==> config.mk <==
export PLATFORM = sky130hd
export DESIGN_NAME = flash_status_gen
export DESIGN_NICKNAME = d
export VERILOG_FILES = /design/src/rtl/fsg_pkg.sv /design/src/rtl/fsg_bus_sync.sv /design/src/rtl/fsg_op_ctrl.sv /design/src/rtl/fsg_status_out.sv /design/src/rtl/flash_status_gen.sv
export SDC_FILE = /design/constraint.sdc
export NUM_CORES = 1
export LEC_CHECK = 0
export BUFFER_PORTS_ARGS = -buffer_cell sky130_fd_sc_hd__buf_2
export CORE_MARGIN = 8
export CORE_UTILIZATION = 31
export DETAILED_ROUTE_END_ITERATION = 10
export GPL_ROUTABILITY_DRIVEN = 0
export SLEW_MARGIN = 20
export SYNTH_ARGS = -nofsm -noshare
export SYNTH_HDL_FRONTEND = slang
export SYNTH_SLANG_ARGS = --single-unit
==> constraint.sdc <==
create_clock -name clk -period 3.7 [get_ports clk]
set_clock_uncertainty 0.05 [all_clocks]
set_input_delay 0.74 -clock clk [delete_from_list [all_inputs] [get_ports clk]]
set_output_delay 0.74 -clock clk [all_outputs]
set_load 0.03 [all_outputs]
==> src/rtl/fsg_pkg.sv <==
package fsg_pkg;
  typedef enum logic [1:0] {
    CMD_RESET      = 2'd0,
    CMD_PROG       = 2'd1,
    CMD_SECT_ERASE = 2'd2,
    CMD_CHIP_ERASE = 2'd3
  } cmd_e;

  localparam int PROG_PULSES  = 4;
  localparam int ERASE_PULSES = 6;
endpackage

==> src/rtl/fsg_bus_sync.sv <==
module fsg_bus_sync #(
  parameter int STAGES = 2
) (
  input  logic clk,
  input  logic rst_n,
  input  logic ce_n,
  input  logic oe_n,
  input  logic we_n,
  output logic rd_active,
  output logic rd_start,
  output logic wr_end
);
  logic [2:0] strobe_s;  // {we, oe, ce} after synchronisation
  logic       rd_q, wr_q, wr_now;

  for (genvar g = 0; g < 3; g++) begin : g_sync
    logic [STAGES-1:0] sh;
    logic              raw;
    assign raw = (g == 0) ? ce_n : (g == 1) ? oe_n : we_n;
    always_ff @(posedge clk or negedge rst_n) begin
      if (!rst_n) sh <= '1;
      else        sh <= {sh[STAGES-2:0], raw};
    end
    assign strobe_s[g] = sh[STAGES-1];
  end

  assign rd_active = ~strobe_s[0] & ~strobe_s[1];
  assign wr_now    = ~strobe_s[0] & ~strobe_s[2];

  always_ff @(posedge clk or negedge rst_n) begin
    if (!rst_n) begin
      rd_q <= 1'b0;
      wr_q <= 1'b0;
    end else begin
      rd_q <= rd_active;
      wr_q <= wr_now;
    end
  end

  assign rd_start = rd_active & ~rd_q;
  assign wr_end   = wr_q & ~wr_now;


  rd_start_single_chk: assert property (@(posedge clk) disable iff (!rst_n)
    rd_start |=> !rd_start);

  wr_end_single_chk: assert property (@(posedge clk) disable iff (!rst_n)
    wr_end |=> !wr_end);
endmodule

==> src/rtl/fsg_op_ctrl.sv <==
module fsg_op_ctrl
  import fsg_pkg::*;
#(
  parameter int SECT_W   = 3,
  parameter int NUM_SECT = 8,
  parameter int CNT_W    = 32,
  parameter int CLK_MHZ  = 200
) (
  input  logic                clk,
  input  logic                rst_n,
  input  logic                wr_end,
  input  logic [SECT_W-1:0]   addr,
  input  logic [7:0]          din,
  input  logic [1:0]          cmd_kind,
  input  logic [NUM_SECT-1:0] sect_prot,
  input  logic [CNT_W-1:0]    prog_cycles,
  input  logic [CNT_W-1:0]    erase_cycles,
  output logic                busy,
  output logic                op_is_prog,
  output logic [7:0]          op_data,
  output logic [NUM_SECT-1:0] op_mask,
  output logic                op_done
);
  localparam logic [CNT_W-1:0]    PROT_PROG_CYC  = CNT_W'(CLK_MHZ);
  localparam logic [CNT_W-1:0]    PROT_ERASE_CYC = CNT_W'(CLK_MHZ * 400);
  localparam logic [NUM_SECT-1:0] ONE_HOT0       = NUM_SECT'(1);

  cmd_e                cmd;
  logic [2:0]          pulse_cnt, pulses_needed;
  logic [CNT_W-1:0]    timer, dur_raw, dur;
  logic [NUM_SECT-1:0] sel_mask, live_mask, start_mask;
  logic                is_prog, prot_hit, start;

  always_comb begin
    cmd           = cmd_e'(cmd_kind);
    is_prog       = (cmd == CMD_PROG);
    pulses_needed = is_prog ? 3'(PROG_PULSES) : 3'(ERASE_PULSES);
    sel_mask      = (cmd == CMD_CHIP_ERASE) ? '1 : (ONE_HOT0 << addr);
    live_mask     = sel_mask & ~sect_prot;
    prot_hit      = is_prog ? sect_prot[addr] : (live_mask == '0);
    if (is_prog) dur_raw = prot_hit ? PROT_PROG_CYC  : prog_cycles;
    else         dur_raw = prot_hit ? PROT_ERASE_CYC : erase_cycles;
    dur        = (dur_raw == '0) ? CNT_W'(1) : dur_raw;
    start_mask = prot_hit ? '0 : (is_prog ? sel_mask : live_mask);
    start      = wr_end && !busy && (cmd != CMD_RESET) &&
                 (pulse_cnt + 3'd1 == pulses_needed);
  end

  always_ff @(posedge clk or negedge rst_n) begin
    if (!rst_n) begin
      pulse_cnt  <= '0;
      busy       <= 1'b0;
      timer      <= '0;
      op_is_prog <= 1'b0;
      op_data    <= '0;
      op_mask    <= '0;
      op_done    <= 1'b0;
    end else begin
      op_done <= 1'b0;
      if (wr_end && !busy) begin
        if (cmd == CMD_RESET || start) pulse_cnt <= '0;
        else                           pulse_cnt <= pulse_cnt + 3'd1;
      end
      if (start) begin
        busy       <= 1'b1;
        timer      <= dur - CNT_W'(1);
        op_is_prog <= is_prog;
        op_data    <= din;
        op_mask    <= start_mask;
      end else if (busy) begin
        if (timer == '0) begin
          busy    <= 1'b0;
          op_done <= 1'b1;
        end else begin
          timer <= timer - CNT_W'(1);
        end
      end
    end
  end


  busy_rise_chk: assert property (@(posedge clk) disable iff (!rst_n)
    $rose(busy) |-> $past(wr_end));

  busy_end_chk: assert property (@(posedge clk) disable iff (!rst_n)
    (busy && timer == '0) |=> (!busy && op_done));

  no_restart_chk: assert property (@(posedge clk) disable iff (!rst_n)
    (busy && timer != '0) |=> busy);
endmodule

==> src/rtl/fsg_status_out.sv <==
module fsg_status_out (
  input  logic       clk,
  input  logic       rst_n,
  input  logic       busy,
  input  logic       rd_start,
  input  logic       rd_active,
  input  logic       op_is_prog,
  input  logic       op_bit7,
  input  logic [7:0] cell_q,
  output logic [7:0] dout,
  output logic       dout_en
);
  logic tog;
  logic poll;

  always_ff @(posedge clk or negedge rst_n) begin
    if (!rst_n)                tog <= 1'b0;
    else if (busy && rd_start) tog <= ~tog;
  end

  assign poll    = op_is_prog ? ~op_bit7 : 1'b0;
  assign dout    = busy ? {poll, tog, 6'b0} : cell_q;
  assign dout_en = rd_active;


  tog_flip_chk: assert property (@(posedge clk) disable iff (!rst_n)
    (busy && rd_start) |=> (tog != $past(tog)));

  tog_hold_chk: assert property (@(posedge clk) disable iff (!rst_n)
    (!busy || !rd_start) |=> $stable(tog));
endmodule

==> src/rtl/flash_status_gen.sv <==
module flash_status_gen #(
  parameter int SECT_W   = 3,
  parameter int CNT_W    = 32,
  parameter int CLK_MHZ  = 200,
  parameter int SYNC_STG = 2
) (
  input  logic                   clk,
  input  logic                   rst_n,
  input  logic                   ce_n,
  input  logic                   oe_n,
  input  logic                   we_n,
  input  logic [SECT_W-1:0]      addr,
  input  logic [7:0]             din,
  input  logic [1:0]             cmd_kind,
  input  logic [(2**SECT_W)-1:0] sect_prot,
  input  logic [CNT_W-1:0]       prog_cycles,
  input  logic [CNT_W-1:0]       erase_cycles,
  output logic [7:0]             dout,
  output logic                   dout_en,
  output logic                   busy
);
  localparam int NUM_SECT = 2 ** SECT_W;

  logic                     rd_active, rd_start, wr_end;
  logic                     op_is_prog, op_done;
  logic [7:0]               op_data;
  logic [NUM_SECT-1:0]      op_mask;
  logic [NUM_SECT-1:0][7:0] cells;

  fsg_bus_sync #(.STAGES(SYNC_STG)) u_sync (
    .clk(clk), .rst_n(rst_n), .ce_n(ce_n), .oe_n(oe_n), .we_n(we_n),
    .rd_active(rd_active), .rd_start(rd_start), .wr_end(wr_end)
  );

  fsg_op_ctrl #(
    .SECT_W(SECT_W), .NUM_SECT(NUM_SECT), .CNT_W(CNT_W), .CLK_MHZ(CLK_MHZ)
  ) u_ctrl (
    .clk(clk), .rst_n(rst_n), .wr_end(wr_end), .addr(addr), .din(din),
    .cmd_kind(cmd_kind), .sect_prot(sect_prot), .prog_cycles(prog_cycles),
    .erase_cycles(erase_cycles), .busy(busy), .op_is_prog(op_is_prog),
    .op_data(op_data), .op_mask(op_mask), .op_done(op_done)
  );

  always_ff @(posedge clk or negedge rst_n) begin
    if (!rst_n) begin
      cells <= '1;
    end else if (op_done) begin
      for (int i = 0; i < NUM_SECT; i++) begin
        if (op_mask[i]) cells[i] <= op_is_prog ? (cells[i] & op_data) : 8'hFF;
      end
    end
  end

  fsg_status_out u_out (
    .clk(clk), .rst_n(rst_n), .busy(busy), .rd_start(rd_start),
    .rd_active(rd_active), .op_is_prog(op_is_prog), .op_bit7(op_data[7]),
    .cell_q(cells[addr]), .dout(dout), .dout_en(dout_en)
  );


  array_quiet_chk: assert property (@(posedge clk) disable iff (!rst_n)
    !op_done |=> $stable(cells));

  busy_no_write_chk: assert property (@(posedge clk) disable iff (!rst_n)
    busy |=> $stable(cells));
endmodule

# Word-level counts from Yosys, hierarchy flattened
# Cells that the tools add are included.
# Widths: inputs -> output; s select.
dict set report word_totals {
  out_inout_bits 10
  latch_bits 0
  mem_count 0
  ram_bits 0
  ff_bits 127
  inputBits 90
  rom_bits 0
}
dict set report classes {
  eq_ne 4
  div_mod_pow 0
  muxes 33
  n_reduce_logical 21
  mul 0
  n_addsub 3
  bitwise 21
  magnitude_cmp 1
  n_shift 1
}
# cell n
set ops {}
lappend ops {{$mux 32} 7}
lappend ops {{$mux 8} 13}
lappend ops {{$and 8x8->8} 9}
lappend ops {{$logic_not 32->1} 2}
lappend ops {{$sub 32x1->32 const B} 2}
lappend ops {{$bmux 8 s3} 1}
lappend ops {{$reduce_and 2->1} 9}
lappend ops {{$mux 1} 9}
lappend ops {{$logic_not 8->1} 1}
lappend ops {{$not 8->8} 1}
lappend ops {{$shl 1x3->8 const A} 1}
lappend ops {{$not 1->1} 7}
lappend ops {{$and 1x1->1} 4}
lappend ops {{$logic_and 1x1->1} 4}
lappend ops {{$lt 3x4->1 const B} 1}
lappend ops {{$reduce_bool 2->1} 2}
lappend ops {{$add 3x1->3 const B} 1}
lappend ops {{$bmux 1 s3} 1}
lappend ops {{$eq 3x3->1} 1}
lappend ops {{$mux 3} 1}
lappend ops {{$eq 2x1->1 const B} 1}
lappend ops {{$eq 2x2->1 const B} 1}
lappend ops {{$logic_not 2->1} 1}
lappend ops {{$mux 2} 1}
lappend ops {{other kinds (3)} 3}

# Depth between registers and ports, before layout
dict set report depth {
  word_depth 11
  depth_mapped 16
  depth_no_buf 12
}

# By module
# From an unflattened synthesis, not the netlist that was laid out.
dict set report hier_totals {
  cells_unflattened 953
  area_unflattened_um2 8518.2
}
# module cells_each area_each_um2 n_inst seq_area_each_um2
set by_module_without_submodules {}
lappend by_module_without_submodules {fsg_op_ctrl 625 4700.8 1 1351.3}
lappend by_module_without_submodules {flash_status_gen 301 3447.1 1 1681.6}
lappend by_module_without_submodules {fsg_bus_sync 12 232.7 1 207.7}
lappend by_module_without_submodules {fsg_status_out 15 137.6 1 25.0}

# Worst setup path before layout
# No wires, ideal clock.
dict set report synth_timing {
  path_kind {input-to-reg}
  start {in cmd_kind[1]}
  end {reg u_ctrl.timer[20]}
  t_arrival_ps 4099
  required_ps 3524
  path_slack_ps -575
  setup_ps 126
  cell_stages 16
  n_path_buf 5
  path_cell_list {buf_2 -> nor3b_1 -> a21oi_1 -> nor2_1 -> clkbuf_1 -> buf_1 -> buf_1 -> o21a_1 -> a21o_1 -> ha_1 -> o21ai_0 -> nor3_2 -> buf_2 -> nand4_1 -> a21o_1 -> a221o_1}
}
dict set report synth_between {
  elab_chain_len 11
}
# item line_no
set synth_lines {}
lappend synth_lines {{start, declared} flash_status_gen.sv:14} ;# input logic [1:0] cmd_kind,
lappend synth_lines {{$eq 2x2->1} fsg_op_ctrl.sv:38} ;# sel_mask = (cmd == CMD_CHIP_ERASE) ? '1 : (ONE_HOT0 << addr);
lappend synth_lines {{$mux 8} fsg_op_ctrl.sv:38}
lappend synth_lines {{$and 8x8->8} fsg_op_ctrl.sv:39} ;# live_mask = sel_mask & ~sect_prot;
lappend synth_lines {{$logic_not 8->1} fsg_op_ctrl.sv:40} ;# prot_hit = is_prog ? sect_prot[addr] : (live_mask == '0);
lappend synth_lines {{$mux 1} fsg_op_ctrl.sv:40}
lappend synth_lines {{$mux 32, on equally long branches} {fsg_op_ctrl.sv:42, fsg_op_ctrl.sv:41}}
lappend synth_lines {{$mux 32} fsg_op_ctrl.sv:41} ;# if (is_prog) dur_raw = prot_hit ? PROT_PROG_CYC : prog_cycles;
lappend synth_lines {{$logic_not 32->1} fsg_op_ctrl.sv:43} ;# dur = (dur_raw == '0) ? CNT_W'(1) : dur_raw;
lappend synth_lines {{$mux 32} fsg_op_ctrl.sv:43}
lappend synth_lines {{$sub 32x1->32} fsg_op_ctrl.sv:66} ;# timer <= dur - CNT_W'(1);
lappend synth_lines {{$mux 32} fsg_op_ctrl.sv:64} ;# if (start) begin
lappend synth_lines {{end signal, assigned} fsg_op_ctrl.sv:66}
lappend synth_lines {{end signal, assigned} fsg_op_ctrl.sv:75} ;# timer <= timer - CNT_W'(1);
lappend synth_lines {{end, declared} fsg_op_ctrl.sv:30} ;# logic [CNT_W-1:0] timer, dur_raw, dur;
# Several ways; a longest one is shown, not always the timed one.
# A chain may end at the register's enable or synchronous reset.

# Worst setup path after layout
dict set report layout_timing {
  start {reg u_ctrl.pulse_cnt[0]}
  end {reg u_ctrl.timer[18]}
}
dict set report layout_between {
  elab_chain_len 5
}
# item line_no
set layout_lines {}
lappend layout_lines {{start, declared} fsg_op_ctrl.sv:29} ;# logic [2:0] pulse_cnt, pulses_needed;
lappend layout_lines {{start signal, assigned} fsg_op_ctrl.sv:62} ;# else pulse_cnt <= pulse_cnt + 3'd1;
lappend layout_lines {{$add 3x1->3 *} fsg_op_ctrl.sv:46} ;# (pulse_cnt + 3'd1 == pulses_needed);
lappend layout_lines {{$eq 3x3->1 *} fsg_op_ctrl.sv:46}
lappend layout_lines {{$logic_and 1x1->1 *} fsg_op_ctrl.sv:45} ;# start = wr_end && !busy && (cmd != CMD_RESET) &&
lappend layout_lines {{$ne 2x1->1 (no source line) or $reduce_bool 2->1 (tied branches)} -}
lappend layout_lines {{$reduce_and 2->1 (no source line)} -}
# Every way passes the cells marked *; elsewhere a longest branch is shown, timed or not.

==> metrics.txt <==
outcome=completed; total CTS buffers=17; Worst Hold Class=flip-flop to flip-flop; number of max-cap violations=0; LEAKAGE=4.532 nW; top cells by instance count after synthesis=nand2_1 (209), o21ai_0 (111), dfstp_2 (70); top cells by area, synth=dfstp_2 (24%), dfrtp_1 (18%), nand2_1 (10%); most used cell, CP=buf_4; global-route wire length before repair=41.74 mm; Hold Path End=u_sync.g_sync[1].sh[1]$_DFF_PN1_; Overflow after GRT=0; Routed Antenna Nets=0; largest delay contributor family on the critical path=compound AO/OA/AOI/OAI gates; R2R cell count=14; Hold Buf Count CTS=0; R2R setup slack=0.21 ns; Pre-antenna DRT Iters=6; worst path required time=4.01 ns; DPL Wire Length=19.76 mm; Hold Crit Start=u_sync.g_sync[1].sh[0]$_DFF_PN1_; Comb pwr share=30.1%; H-tree levels=4; Clock Power Share=32.5%; Max Fclk=286.8 MHz; DRT Wirelength=26.66 mm; initial antenna violation count=0; DIE WIDTH=173.8 um; Non-Filler Instances=1,389; Critical R2R Launch=u_ctrl.pulse_cnt[0]$_DFFE_PN0P_; crit-path cells=ha_1 -> nor3b_2 -> a21oi_1 -> nor2_4 -> buf_4 -> nand4_1 -> a21boi_1 -> ha_2 -> o21ai_2 -> nor3_2 -> buf_4 -> nand3_1 -> a2111oi_0 -> a221o_1; Synth Flop Type=dfstp_2; vias=7,575; Hold Violations, Final=0; Critical Path AT=3.80 ns; hold_ws=0.3053 ns; P_int=3.275 mW; fillers=2,479; reg2reg end=u_ctrl.timer[18]$_DFFE_PN0P_; number of synthesized flops with an enable pin=0; ys async rst share=100.0%; switch share=35.43%; crit path buf inv count=2; DR iter-0 viols=625; gr usage total=17.31%; library cells used by synthesis=80; fin util=40.11%; Max-slew headroom=41.56%; DP Cell Count=1,354; Worst path max stage delay=0.47 ns; Hold Crit Depth=0; DIE AREA=30,220 um^2; post-synthesis sequential area ratio=42.28%; power density cells=518.3 nW/um^2; top-count cell post-synth=nand2_1; WS Path Type=flip-flop to flip-flop; Post-Synth Adder-Cell Area=0.3240%; Vias/cell=5.454; Post-Syn Instances=893; root buffer selected by CTS=clkbuf_16; core area=24,390 um^2; sw power=1.797 mW; std cell rows=57; synthesized cell area=7724 um^2; main combinational cell family by area after synthesis=simple AND/OR/NAND/NOR gates; post-place setup slack=-0.1362 ns; Worst Path Max Fanout=10; fin crit share=94.24%; worst-margin pin slew=0.8766 ns; Seq cells post-synth=127; CP Launch Type=flip-flop; peak supply drop=326.2 uV; WP depth=14; Crit. End Element=flip-flop; post-synthesis compound-gate area fraction=21.25%; WL per Instance=19.20 um; Simple-Gate Fraction of Synth Area=23.41%; PortBufs=99; die height=173.8 um; mux contribution to synthesized area=7.905%; mean area per synthesized cell=8.649 um^2; TritonCTS clock tree=done; Clock Latency Late Sink=0.42 ns; vias in the first global route=7,850; Initial Utilization=31.67%; XOR/XNOR share of the synthesized area=1.474%; largest net degree at the start of global routing=69; layout cells sized above 1=32.49%; Flop pwr share=37.4%; Final Setup Violations=0; final worst-path setup slack=0.2132 ns; post-synth top area share=23.81%; antenna cells=0; leading area contributor after synthesis=dfstp_2; IO Count=100; CTS sink cnt=127; synth warn=0; residual DRC count=0; slowest CP cell=a2111oi_0; Reg clk slew, reported paths=0.06 ns; clock buffer depth=2; Area Growth Syn to Fin=26.68%; Final nets=1,144; minimum clock period after layout=3.487 ns; Mapped Nets=985; Pins Over Slew Limit=0
==> area by class of cell <==
class                           instances  area (um^2)  share of cell area [%]
Clock buffer                           24        504.2                   5.153
Clock inverter                          8        75.07                  0.7673
Inverter                               11        41.29                  0.4220
Multi-Input combinational cell        702         4252                   43.45
Sequential cell                       127         3266                   33.38
Tap cell                              324        405.4                   4.143
Timing Repair Buffer                  193         1241                   12.69
==> cell families after synthesis <==
| family | Yosys count |
|---|---|
| simple gates | 391 |
| fa+ha+maj | 2 |
| compound gates | 255 |
| xor+xnor | 13 |
| buf+inv | 65 |
| mux | 40 |
| flops | 127 |
==> metrics by stage <==
stage | power (mW) | TNS (ns) | cell area, um^2
global route | 5.324 | -0.007327 | 9784
finish | 5.072 | 0 | 9784
detailed placement | 3.413 | -0.5789 | 9179
CTS | 5.082 | 0 | 9758
floorplan | 2.750 | -0.008582 | 7790
global placement | 3.395 | -0.1221 | 9179
==> worst max path at each step <==
stage	from	end
after floorplan	addr[2]	u_ctrl.timer[20]$_DFFE_PN0P_
after global placement	addr[1]	u_ctrl.timer[27]$_DFFE_PN0P_
after detailed placement	addr[1]	u_ctrl.timer[18]$_DFFE_PN0P_
after CTS	u_ctrl.pulse_cnt[0]$_DFFE_PN0P_	u_ctrl.timer[18]$_DFFE_PN0P_
after global routing	u_ctrl.pulse_cnt[0]$_DFFE_PN0P_	u_ctrl.timer[18]$_DFFE_PN0P_
final	u_ctrl.pulse_cnt[0]$_DFFE_PN0P_	u_ctrl.timer[18]$_DFFE_PN0P_
==> state kept, by name, indices dropped and copies added (netlist names) <==
name               flops
cells                 64
u_ctrl.busy            1
u_ctrl.op_data         8
u_ctrl.op_done         1
u_ctrl.op_is_prog      1
u_ctrl.op_mask         8
u_ctrl.pulse_cnt       3
u_ctrl.timer          32
u_out.tog              1
u_sync.g_sync.sh       6
u_sync.rd_q            1
u_sync.wr_q            1
==> per-layer routing <==
| layer | up-vias | part of all wire [%] | global-route usage, % |
|---|---|---|---|
| met1 | 3692 | 43 | 21.53 |
| met5 | - | 0 | 0 |
| met4 | 0 | 2.0 | 5.593 |
| met3 | 39 | 6.1 | 3.942 |
| met2 | 283 | 49 | 29.18 |
| li1 | 3561 | - | - |
==> what timing repair did <==
action                                  in CTS  in global routing
buffers inserted                             0                  2
hold endpoints to repair                     0                  0
endpoints found under the setup margin       0                  2
resized for setup                            0                  1
==> worst register-to-register path, cell delays in order, from the launching register on <==
cell	delay, ns
dfrtp_1	0.41
ha_1	0.36
nor3b_2	0.07
a21oi_1	0.40
nor2_4	0.15
buf_4	0.18
nand4_1	0.12
a21boi_1	0.21
ha_2	0.22
o21ai_2	0.08
nor3_2	0.22
buf_4	0.21
nand3_1	0.13
a2111oi_0	0.47
a221o_1	0.17
==> power groups by stage <==
stage	sequential, mW	combinational, mW	clock (mW)
after global routing	1.92	1.67	1.73
final	1.90	1.53	1.65
after global placement	1.91	1.49	0
after CTS	1.89	1.52	1.68
after detailed placement	1.90	1.51	0
after floorplan	1.81	0.942	0
==> layout by cell type (no fill, tap or decap), drive strengths merged, types with 10 or more instances in the layout <==
cell	netlist	layout
nor3	22	22
clkbuf	35	24
nand3	19	19
a21oi	35	35
nor4	16	16
o211ai	10	10
a21o	11	11
nand2	209	209
or2	11	11
inv	11	14
o21ai	112	112
dfstp	70	70
mux4	16	16
nand4	11	11
dfrtp	57	57
mux2i	19	19
nor2	55	56
buf	19	193
No activity file was read; power rests on OpenSTA's default activity.
